`src/rtl/serq_pkg.sv`:
```
package serq_pkg;
  localparam int SERQ_DW = 8;

  typedef struct packed {
    logic               brk;
    logic               ferr;
    logic               perr;
    logic [SERQ_DW-1:0] data;
  } rx_ent_t;

  typedef enum logic [2:0] {
    S_IDLE,
    S_START,
    S_DATA,
    S_PAR,
    S_STOP,
    S_HOLD
  } rx_st_t;

  function automatic logic maj3(input logic a, input logic b, input logic c);
    return (a & b) | (a & c) | (b & c);
  endfunction
endpackage

```
`src/rtl/serq_sampler.sv`:
```
module serq_sampler
  import serq_pkg::*;
#(
  parameter int OSR  = 16,
  parameter int SYNC = 2
) (
  input  logic    clk,
  input  logic    rst_n,
  input  logic    tick,
  input  logic    rxd,
  input  logic    rx_off,
  input  logic    par_en,
  input  logic    par_odd,
  output logic    frm_v,
  output rx_ent_t frm
);
  localparam int DW  = SERQ_DW;
  localparam int PW  = $clog2(OSR);
  localparam int BW  = $clog2(DW);
  localparam int MID = OSR / 2;

  logic [SYNC-1:0] sync_q;
  logic            rx_s;
  rx_st_t          st;
  logic [PW-1:0]   ph;
  logic [BW-1:0]   bcnt;
  logic [DW-1:0]   sh;
  logic [1:0]      vote;
  logic            par_b;
  logic            maj;
  logic            brk_w;
  logic            perr_w;

  // input synchroniser, idle-high reset
  always_ff @(posedge clk or negedge rst_n) begin
    if (!rst_n) sync_q <= '1;
    else        sync_q <= {sync_q[SYNC-2:0], rxd};
  end
  assign rx_s = sync_q[SYNC-1];

  assign maj    = maj3(vote[0], vote[1], rx_s);
  assign brk_w  = (sh == '0) && !maj && (!par_en || !par_b);
  assign perr_w = ((^sh) ^ par_b) != par_odd;

  always_ff @(posedge clk or negedge rst_n) begin
    if (!rst_n) begin
      st    <= S_IDLE;
      ph    <= '0;
      bcnt  <= '0;
      sh    <= '0;
      vote  <= '0;
      par_b <= 1'b0;
      frm_v <= 1'b0;
      frm   <= '0;
    end else begin
      frm_v <= 1'b0;
      if (rx_off) begin
        st <= S_IDLE;
        ph <= '0;
      end else if (tick) begin
        if (st == S_IDLE) begin
          if (!rx_s) begin
            st <= S_START;
            ph <= PW'(1);
          end
        end else if (st == S_HOLD) begin
          if (rx_s) st <= S_IDLE;
        end else begin
          ph <= ph + 1'b1;
          if (ph == PW'(MID - 1)) vote[0] <= rx_s;
          if (ph == PW'(MID))     vote[1] <= rx_s;
          if (st == S_START && ph == PW'(MID) && rx_s) begin
            st <= S_IDLE;
            ph <= '0;
          end
          if (ph == PW'(MID + 1)) begin
            case (st)
              S_DATA: sh    <= {maj, sh[DW-1:1]};
              S_PAR:  par_b <= maj;
              S_STOP: begin
                frm_v     <= 1'b1;
                frm.data  <= sh;
                frm.brk   <= brk_w;
                frm.ferr  <= !maj && !brk_w;
                frm.perr  <= par_en && perr_w && !brk_w;
                st        <= maj ? S_IDLE : S_HOLD;
                ph        <= '0;
              end
              default: ;
            endcase
          end
          if (ph == PW'(OSR - 1)) begin
            case (st)
              S_START: begin
                st   <= S_DATA;
                bcnt <= '0;
              end
              S_DATA: begin
                if (bcnt == BW'(DW - 1)) st <= par_en ? S_PAR : S_STOP;
                else                     bcnt <= bcnt + 1'b1;
              end
              S_PAR:   st <= S_STOP;
              default: ;
            endcase
          end
        end
      end
    end
  end

  // a disabled receiver produces no character
  p_off_silent_r10: assert property (@(posedge clk) disable iff (!rst_n)
    rx_off |=> !frm_v);
endmodule

```
`src/rtl/serq_fifo.sv`:
```
module serq_fifo
  import serq_pkg::*;
#(
  parameter int DEPTH = 16
) (
  input  logic                       clk,
  input  logic                       rst_n,
  input  logic                       push,
  input  rx_ent_t                    wdat,
  input  logic                       pop_rdy,
  output logic                       m_valid,
  output rx_ent_t                    rdat,
  output logic [$clog2(DEPTH):0]     cnt,
  input  logic                       ovr_clr,
  output logic                       ovr_flag
);
  localparam int AW = $clog2(DEPTH);
  localparam int CW = AW + 1;

  rx_ent_t       mem [DEPTH];
  logic [AW-1:0] wr;
  logic [AW-1:0] rd;
  logic          pop;
  logic          acc;

  assign m_valid = (cnt != '0);
  assign pop     = m_valid && pop_rdy;
  assign acc     = push && ((cnt != CW'(DEPTH)) || pop);
  assign rdat    = mem[rd];

  always_ff @(posedge clk) begin
    if (acc) mem[wr] <= wdat;
  end

  always_ff @(posedge clk or negedge rst_n) begin
    if (!rst_n) begin
      wr       <= '0;
      rd       <= '0;
      cnt      <= '0;
      ovr_flag <= 1'b0;
    end else begin
      if (acc) wr <= wr + 1'b1;
      if (pop) rd <= rd + 1'b1;
      cnt <= cnt + CW'(acc) - CW'(pop);
      if (push && !acc) ovr_flag <= 1'b1;
      else if (ovr_clr) ovr_flag <= 1'b0;
    end
  end

  p_cnt_bound_r2: assert property (@(posedge clk) disable iff (!rst_n)
    cnt <= CW'(DEPTH));

  p_head_hold_r2: assert property (@(posedge clk) disable iff (!rst_n)
    m_valid && !pop_rdy |=> m_valid && $stable(rdat));

  p_ovr_full_r7: assert property (@(posedge clk) disable iff (!rst_n)
    $rose(ovr_flag) |-> $past(cnt) == CW'(DEPTH));

  p_brk_clean_r4: assert property (@(posedge clk) disable iff (!rst_n)
    m_valid && rdat.brk |-> !rdat.ferr && !rdat.perr);
endmodule

```
`src/rtl/serq_flow.sv`:
```
module serq_flow #(
  parameter int DEPTH      = 16,
  parameter int TOUT_TICKS = 64
) (
  input  logic                   clk,
  input  logic                   rst_n,
  input  logic                   tick,
  input  logic                   arrive,
  input  logic [$clog2(DEPTH):0] cnt,
  input  logic [1:0]             lvl_sel,
  input  logic                   rts_auto,
  input  logic [$clog2(DEPTH)-1:0] rts_lvl,
  input  logic                   rts_sw,
  input  logic                   tout_clr,
  output logic                   lvl_irq,
  output logic                   tout_flag,
  output logic                   rts_n
);
  localparam int CW = $clog2(DEPTH) + 1;
  localparam int TW = $clog2(TOUT_TICKS + 1);

  logic [CW-1:0] thr;
  logic [TW-1:0] tmr;

  always_comb begin
    case (lvl_sel)
      2'd0:    thr = CW'(1);
      2'd1:    thr = CW'(4);
      2'd2:    thr = CW'(8);
      default: thr = CW'(12);
    endcase
  end

  assign lvl_irq = (cnt >= thr);
  assign rts_n   = rts_auto ? (cnt >= CW'(rts_lvl)) : rts_sw;

  always_ff @(posedge clk or negedge rst_n) begin
    if (!rst_n) begin
      tmr       <= '0;
      tout_flag <= 1'b0;
    end else begin
      if (arrive || cnt == '0)                 tmr <= '0;
      else if (tick && tmr != TW'(TOUT_TICKS)) tmr <= tmr + 1'b1;

      if (tick && !arrive && cnt != '0 && tmr == TW'(TOUT_TICKS - 1))
        tout_flag <= 1'b1;
      else if (tout_clr)
        tout_flag <= 1'b0;
    end
  end

  p_tout_data_r6: assert property (@(posedge clk) disable iff (!rst_n)
    $rose(tout_flag) |-> $past(cnt) != '0);
endmodule

```
`src/rtl/serq_rx.sv`:
```
module serq_rx
  import serq_pkg::*;
#(
  parameter int DEPTH      = 16,
  parameter int OSR        = 16,
  parameter int SYNC       = 2,
  parameter int TOUT_TICKS = 64
) (
  input  logic                     clk,
  input  logic                     rst_n,
  input  logic                     rx_tick,
  input  logic                     rxd,
  input  logic                     rx_off,
  input  logic                     par_en,
  input  logic                     par_odd,
  input  logic [1:0]               irq_lvl_sel,
  input  logic                     rts_auto,
  input  logic [$clog2(DEPTH)-1:0] rts_lvl,
  input  logic                     rts_sw,
  input  logic                     ovr_clr,
  input  logic                     tout_clr,
  output logic                     m_valid,
  input  logic                     m_ready,
  output logic [SERQ_DW-1:0]       m_data,
  output logic                     m_brk,
  output logic                     m_ferr,
  output logic                     m_perr,
  output logic [$clog2(DEPTH):0]   fill,
  output logic                     rx_empty,
  output logic                     lvl_irq,
  output logic                     ovr_flag,
  output logic                     tout_flag,
  output logic                     rts_n
);
  logic    frm_v;
  rx_ent_t frm;
  rx_ent_t head;

  serq_sampler #(.OSR(OSR), .SYNC(SYNC)) u_smp (
    .clk(clk), .rst_n(rst_n), .tick(rx_tick), .rxd(rxd), .rx_off(rx_off),
    .par_en(par_en), .par_odd(par_odd), .frm_v(frm_v), .frm(frm)
  );

  serq_fifo #(.DEPTH(DEPTH)) u_q (
    .clk(clk), .rst_n(rst_n), .push(frm_v), .wdat(frm), .pop_rdy(m_ready),
    .m_valid(m_valid), .rdat(head), .cnt(fill), .ovr_clr(ovr_clr),
    .ovr_flag(ovr_flag)
  );

  serq_flow #(.DEPTH(DEPTH), .TOUT_TICKS(TOUT_TICKS)) u_fl (
    .clk(clk), .rst_n(rst_n), .tick(rx_tick), .arrive(frm_v), .cnt(fill),
    .lvl_sel(irq_lvl_sel), .rts_auto(rts_auto), .rts_lvl(rts_lvl),
    .rts_sw(rts_sw), .tout_clr(tout_clr), .lvl_irq(lvl_irq),
    .tout_flag(tout_flag), .rts_n(rts_n)
  );

  assign m_data   = head.data;
  assign m_brk    = head.brk;
  assign m_ferr   = head.ferr;
  assign m_perr   = head.perr;
  assign rx_empty = !m_valid;

  p_empty_fill_r2: assert property (@(posedge clk) disable iff (!rst_n)
    rx_empty == (fill == '0));
endmodule

```
`config.mk`:
```
export PLATFORM = sky130hd
export DESIGN_NAME = serq_rx
export DESIGN_NICKNAME = d
export VERILOG_FILES = /design/src/rtl/serq_pkg.sv /design/src/rtl/serq_sampler.sv /design/src/rtl/serq_fifo.sv /design/src/rtl/serq_flow.sv /design/src/rtl/serq_rx.sv
export SDC_FILE = /design/constraint.sdc
export NUM_CORES = 1
export LEC_CHECK = 0
export BUFFER_PORTS_ARGS = -buffer_cell sky130_fd_sc_hd__buf_4
export CAP_MARGIN = 10
export CORE_ASPECT_RATIO = 0.8
export CORE_MARGIN = 2
export CORE_UTILIZATION = 60
export DETAILED_ROUTE_END_ITERATION = 10
export PLACE_DENSITY = 0.77
export SYNTH_ARGS = -nofsm -noshare
export SYNTH_HDL_FRONTEND = slang
export SYNTH_SLANG_ARGS = --single-unit
```
`constraint.sdc`:
```
create_clock -name clk -period 3 [get_ports clk]
set_input_delay 0.3 -clock clk [delete_from_list [all_inputs] [get_ports clk]]
set_output_delay 0.3 -clock clk [all_outputs]
set_load 0.02 [all_outputs]
```
# Word level (Yosys, flattened, before mapping)
# Memories as Yosys holds them, arrays and structs flattened.
# Index checks and enable logic that the tools add are counted.
[totals]
register_bits = 57
mem_bits_rw = 176
input_bits = 18
out_inout_bits = 22
wordCells = 141
n_memories = 1
[op_classes]
n_addsub = 7
magnitude_cmp = 2
n_eq_ne = 20
mux = 40
bitwise_logic = 9
reduce_logical = 43
[mem_list]
columns = ["name", "words", "word_bits", "rd", "rd_ports_with_merged_regs", "wr", "line", "source"]
rows = [
  ["u_q.mem", 16, 11, 1, 0, 1, "serq_fifo.sv:20", "rx_ent_t mem [DEPTH];"],
]
[ops]
columns = ["cell", "count"]
rows = [
  ["$mux 3", 14],
  ["$mux 4", 8],
  ["$reduce_and 6->1", 3],
  ["$logic_and 1x1->1", 14],
  ["$mux 7", 2],
  ["$mux 1", 13],
  ["$add 4x1->4 const B", 3],
  ["$eq 4x4->1 const B", 3],
  ["$pmux 4 s3", 1],
  ["$ge 5x4->1", 2],
  ["$reduce_and 5->1", 2],
  ["$reduce_bool 2->1", 5],
  ["$eq 3x3->1 const B", 3],
  ["$pmux 3 s3", 1],
  ["$logic_not 8->1", 1],
  ["$reduce_xor 8->1", 1],
  ["$add 7x1->7 const B", 1],
  ["$eq 7x6->1 const B", 1],
  ["$logic_not 1->1", 7],
  ["$ne 7x7->1 const B", 1],
  ["$reduce_and 7->1", 1],
  ["$eq 3x2->1 const B", 2],
  ["$pmux 3 s2", 1],
  ["$reduce_and 3->1", 2],
  ["other kinds (22)", 29],
]

# Depth between registers and ports, before layout
[logic_depth]
ltp_word = 13
ltp_mapped = 13
mapped_depth_nobuf = 12

# Cells and area by module
# A second synthesis with hierarchy kept.
[unflattened]
hier_cells = 665
hier_area_um2 = 10062.2
[modules_own_cells]
columns = ["mod", "n_inst", "cells_each", "area_per_inst_um2", "seq_area_each_um2"]
rows = [
  ["serq_fifo", 1, 410, 7592.3, 5635.4],
  ["serq_sampler", 1, 183, 1824.2, 878.3],
  ["serq_flow", 1, 71, 641.9, 200.2],
  ["serq_rx", 1, 1, 3.8, 0.0],
]

# Worst setup path before layout
# Ideal clock, no wire load.
[synth_timing]
path_kind = "register to register"
startpoint = "reg u_q.cnt[3]"
endpoint = "reg u_q.cnt[4]"
setup_time_ns = 0.123
t_arrival_ns = 3.129
required_time_ns = 2.877
path_slack_ns = -0.252
stages_incl_launch_ff = 14
n_path_buf = 1
synth_period_minus_slack_ns = 3.252
path_cell_list = "dfrtp_1 > inv_1 > ha_1 > nor4b_1 > nor2b_1 > clkbuf_1 > ha_1 > inv_1 > ha_1 > fa_1 > a21oi_1 > nor2_1 > nor2_1 > xnor2_1"
[synth_between]
elab_chain_len = 6
elab_cells_between_ends = 7
classes_between = "2 x add/sub; 1 x eq/ne; 4 x reduce/logical"
[synth_lines]
columns = ["item", "line", "source"]
rows = [
  ["start: declaration", "serq_fifo.sv:13", "output logic [$clog2(DEPTH):0] cnt,"],
  ["start signal: assignment", "serq_fifo.sv:44", "cnt <= cnt + CW'(acc) - CW'(pop);"],
  ["$reduce_bool 5->1 *", "serq_fifo.sv:26", "assign m_valid = (cnt != '0);"],
  ["$logic_and 1x1->1 *", "serq_fifo.sv:27", "assign pop = m_valid && pop_rdy;"],
  ["named net u_q.pop", "serq_fifo.sv:23", "logic pop;"],
  ["$logic_or 1x1->1", "serq_fifo.sv:28", "assign acc = push && ((cnt != CW'(DEPTH)) || pop);"],
  ["$logic_and 1x1->1", "serq_fifo.sv:28", ""],
  ["$add 5x1->5", "serq_fifo.sv:44", ""],
  ["$sub 5x1->5 *", "serq_fifo.sv:44", ""],
]
# Mark *: on every way through the listed nets, which the timed path passes. The rest lies on a longest branch.
# A chain may end at the register's enable or synchronous reset.

# Worst setup path after layout
[layout_timing]
startpoint = "reg u_q.rd[0]"
endpoint = "out m_brk"
[layout_between]
elab_chain_len = 1
[layout_lines]
columns = ["item", "line", "source"]
rows = [
  ["start: declaration", "serq_fifo.sv:22", "logic [AW-1:0] rd;"],
  ["start signal: assignment", "serq_fifo.sv:43", "if (pop) rd <= rd + 1'b1;"],
  ["$mem_v2 16x11", "-", ""],
  ["end: declaration", "serq_rx.sv:25", "output logic m_brk,"],
]
# No other way between the ends.

==> key figures <==
Synthesis
  – EDFF count, synth: 176
  – Post-synthesis async set-or-reset flop share: 0.2446
  – Synth Instances: 575
  – Synth cell types: 56
  – Seq/Total Area, Yosys: 0.6830
  – FF+latch count, synth: 233
  – Cell Area, Synth: 0.009831 mm^2
  – Syn avg cell area: 17.10 um^2
  – Ys flop type: edfxtp_1
  – Post-Syn Nets: 623
  – YS warnings: 0

STA
  – Total negative slack: 0 ps
  – RSZ-0062 raised after global routing: no
  – Worst Skew: 15.53 ps
  – Final period utilization: 0.9417
  – Final setup vio count: 0
  – Worst-Margin Slew: 829.6 ps
  – Minimum clock period: 2825 ps
  – Max Freq: 354.0 MHz
  – Final hold vios: 0
  – Slew margin rel.: 0.4326
  – Max-slew violation count: 0

Setup path
  – CP peak stage delay: 520 ps
  – Worst EP arrival: 2530 ps
  – R2R cell count: 12
  – R2R Path End: u_q.cnt[4]$_DFF_PN0_
  – Top delay family on crit path: multiplexers
  – Worst R2R Setup Slack: 310 ps
  – Setup crit start kind: register
  – Critical-path cell list: buf_4, buf_12, mux4_2, mux4_2, buf_4
  – Crit-path max FO: 12
  – FF-to-FF Start: u_q.cnt[3]$_DFF_PN0_
  – Worst Setup EP: m_brk
  – CP Capture Type: output port
  – Required @ worst endpoint: 2700 ps
  – Crit path buf inv count: 3
  – Worst Setup SP: u_q.rd[0]$_DFFE_PN0P_
  – Crit Path Class: register to output port
  – Worst path slowest cell: mux4_2
  – Path length in cells of the critical path: 5

Floorplanning
  – Chip Width: 147.1 um
  – Die Y: 118.5 um
  – Rows: 41
  – I/O Pins: 40
  – Die Area: 0.01743 mm^2
  – Core Region: 0.01590 mm^2
  – Initial Util: 0.6182

Placed design
  – Hpwl dp: 11.72 mm
  – Gpl congestion: 0.9087
  – I/O Buffers: 39

Global route
  – Total gr overflow: 0
  – Largest net degree at the start of global routing: 58
  – First-pass GRT wire length: 31.28 mm
  – GRT Overall Usage: 0.2365
  – Initial antenna violation count: 0
  – Number of global-route vias before repair: 5420

Clock tree
  – CTS buffer count: 23
  – CTS tree: yes
  – Clock sink count: 233
  – Worst skew pair latency: 520 ps
  – H-tree depth: 1
  – Root buffer selected by CTS: clkbuf_16
  – Clock slew at reported path FFs: 60 ps
  – Bufs on Longest Clock Path: 3

Pwr
  – Leakage power: 0.003989 uW
  – Peak supply drop: 0.3990 mV
  – Power, Total: 8457 uW
  – Pwr Density: 745.0 mW/mm^2

Cells and area
  – Fill count: 999
  – Area Overhead vs Synth: 15.48%
  – Layout cells sized above 1: 0.2568
  – Diode count: 0
  – Nets: 697

Drt
  – Max Used Layer: met4
  – Antenna viol nets, final: 0
  – Metal3 WL: 1.208 mm
  – Initial drt markers: 450
  – # DRC: 0
  – DR WL/cell: 22.64 um
  – Pre-antenna DRT Iters: 4
  – Via-to-Cell Ratio: 6.041
  – Met2 Wirelength: 10.26 mm
  – Drt total wl: 19.95 mm
  – DRT met1 WL: 8.118 mm
  – Via Count: 5322

Hold path
  – Hold WC Path Type: input port to register

Job
  – Maxcap violations: 0

Run status
  – Status: finished clean
kinds of logic after synthesis:
logic type | after synthesis | share of synthesized area
AOI/OAI and AO/OA | 48 | 0.03106
xor gates and xnor gates | 21 | 0.01871
adders and majority gates | 31 | 0.03996
buffers and inverters | 58 | 0.02685
DFF | 233 | 0.6830
muxes | 71 | 0.1433
and+or+nand+nor | 113 | 0.05715
flip-flops by register name, summed over array words and instances, names as in the netlist, 4 cells and up:
signal,count
u_q.mem,176
u_smp.frm,11
u_smp.sh,8
u_fl.tmr,7
u_q.cnt,5
u_q.rd,4
u_q.wr,4
u_smp.ph,4
layer usage:
metal	vias to the layer above	global-route usage
met2	212	0.3978
met3	34	0.04054
met1	2717	0.3339
li1	2359	-
met5	-	0
met4	0	0.04627
cell usage after synthesis, drive strengths merged, types with 5 or more instances:
library cell | instances | area, um^2
a21oi | 8 | 40.04
buf | 17 | 110.1
clkbuf | 6 | 22.52
dfrtp | 55 | 1376
edfxtp | 176 | 5285
ha | 29 | 362.9
inv | 35 | 131.4
mux2 | 8 | 90.09
mux2i | 8 | 80.08
mux4 | 55 | 1239
nand2 | 31 | 116.4
nand2b | 5 | 31.28
nand3 | 8 | 45.04
nand4 | 6 | 37.54
nor2 | 35 | 131.4
nor3 | 7 | 35.03
o21ai | 16 | 80.08
xnor2 | 14 | 122.6
xor2 | 7 | 61.31
where the power goes:
group / leakage (uW) / total (uW) / switching, uW / internal [uW]
combinational: 0.00150 / 1740 / 861 / 884
clock: 0.000373 / 2970 / 1200 / 1770
sequential: 0.00212 / 3740 / 195 / 3550
total: 0.00399 / 8460 / 2260 / 6200
cells in the final DEF, fill, tap and decap left out, types with 5 or more instances in the layout:
master         netlist  final
dlygate4sd3_1        0      5
buf_4                3     64
o21ai_0             16     16
clkbuf_16            0     23
mux4_2              55     55
nor2_1              35     35
ha_1                29     29
a21oi_1              8      8
xor2_1               7      7
nand3_1              7      7
mux2i_1              8      8
nand4_1              6      6
mux2_2               7      7
nand2b_1             5      5
nand2_1             31     31
xnor2_1             14     14
dfrtp_1             55     53
inv_1               35     35
edfxtp_1           176    176
nor3_1               7      7
worst min-delay path, cell delays in order:
cell,delay (ps)
buf_4,130
o211ai_1,80
o21ai_0,70
final cells by class:
class                           count  area [um^2]  area share
Clock buffer                       27        590.6     0.05202
Sequential cell                   233         6719      0.5919
Clock inverter                     15        192.7     0.01697
Inverter                           35        131.4     0.01157
Tap cell                          215        269.0     0.02370
Timing Repair Buffer               72        590.6     0.05202
Multi-Input combinational cell    284         2859      0.2518
how the worst min path moves through the flow:
| stage | start | end | slack [ps] | depth (start not counted) |
|---|---|---|---|---|
| global route | par_en | u_smp.frm[8]$_DFFE_PN0P_ | 150 | 3 |
| detailed placement | u_smp.sync_q[0]$_DFF_PN1_ | u_smp.sync_q[1]$_DFF_PN1_ | 350 | 0 |
| finish | par_en | u_smp.frm[8]$_DFFE_PN0P_ | 120 | 3 |
| CTS | par_en | u_smp.frm[8]$_DFFE_PN0P_ | 110 | 3 |
| floorplan | rst_n | u_fl.tmr[0]$_DFFE_PN0P_ | 4 | 0 |
| global placement | u_smp.sync_q[0]$_DFF_PN1_ | u_smp.sync_q[1]$_DFF_PN1_ | 350 | 0 |
stage by stage:
step,instance area (um^2),worst slack (ps),hold WS [ps],utilization,std cells
after floorplan,9837,114.5,4.409,-,575
after global placement,10460,449.7,348.9,0.6580,827
after detailed placement,10460,320.8,349.1,0.6580,827
after CTS,11300,13.46,111.6,0.7105,874
after global routing,11350,48.03,148.8,0.7138,881
final,11350,175.0,124.6,0.7138,881
repair_timing:
item	CTS	global route
gates resized for setup	1	0
pin swaps	0	0
buffers inserted	0	7
setup endpoints to repair	7	2
hold buffers	5	0
hold endpoints to repair	60	0
(Power assumes the default switching activity.)
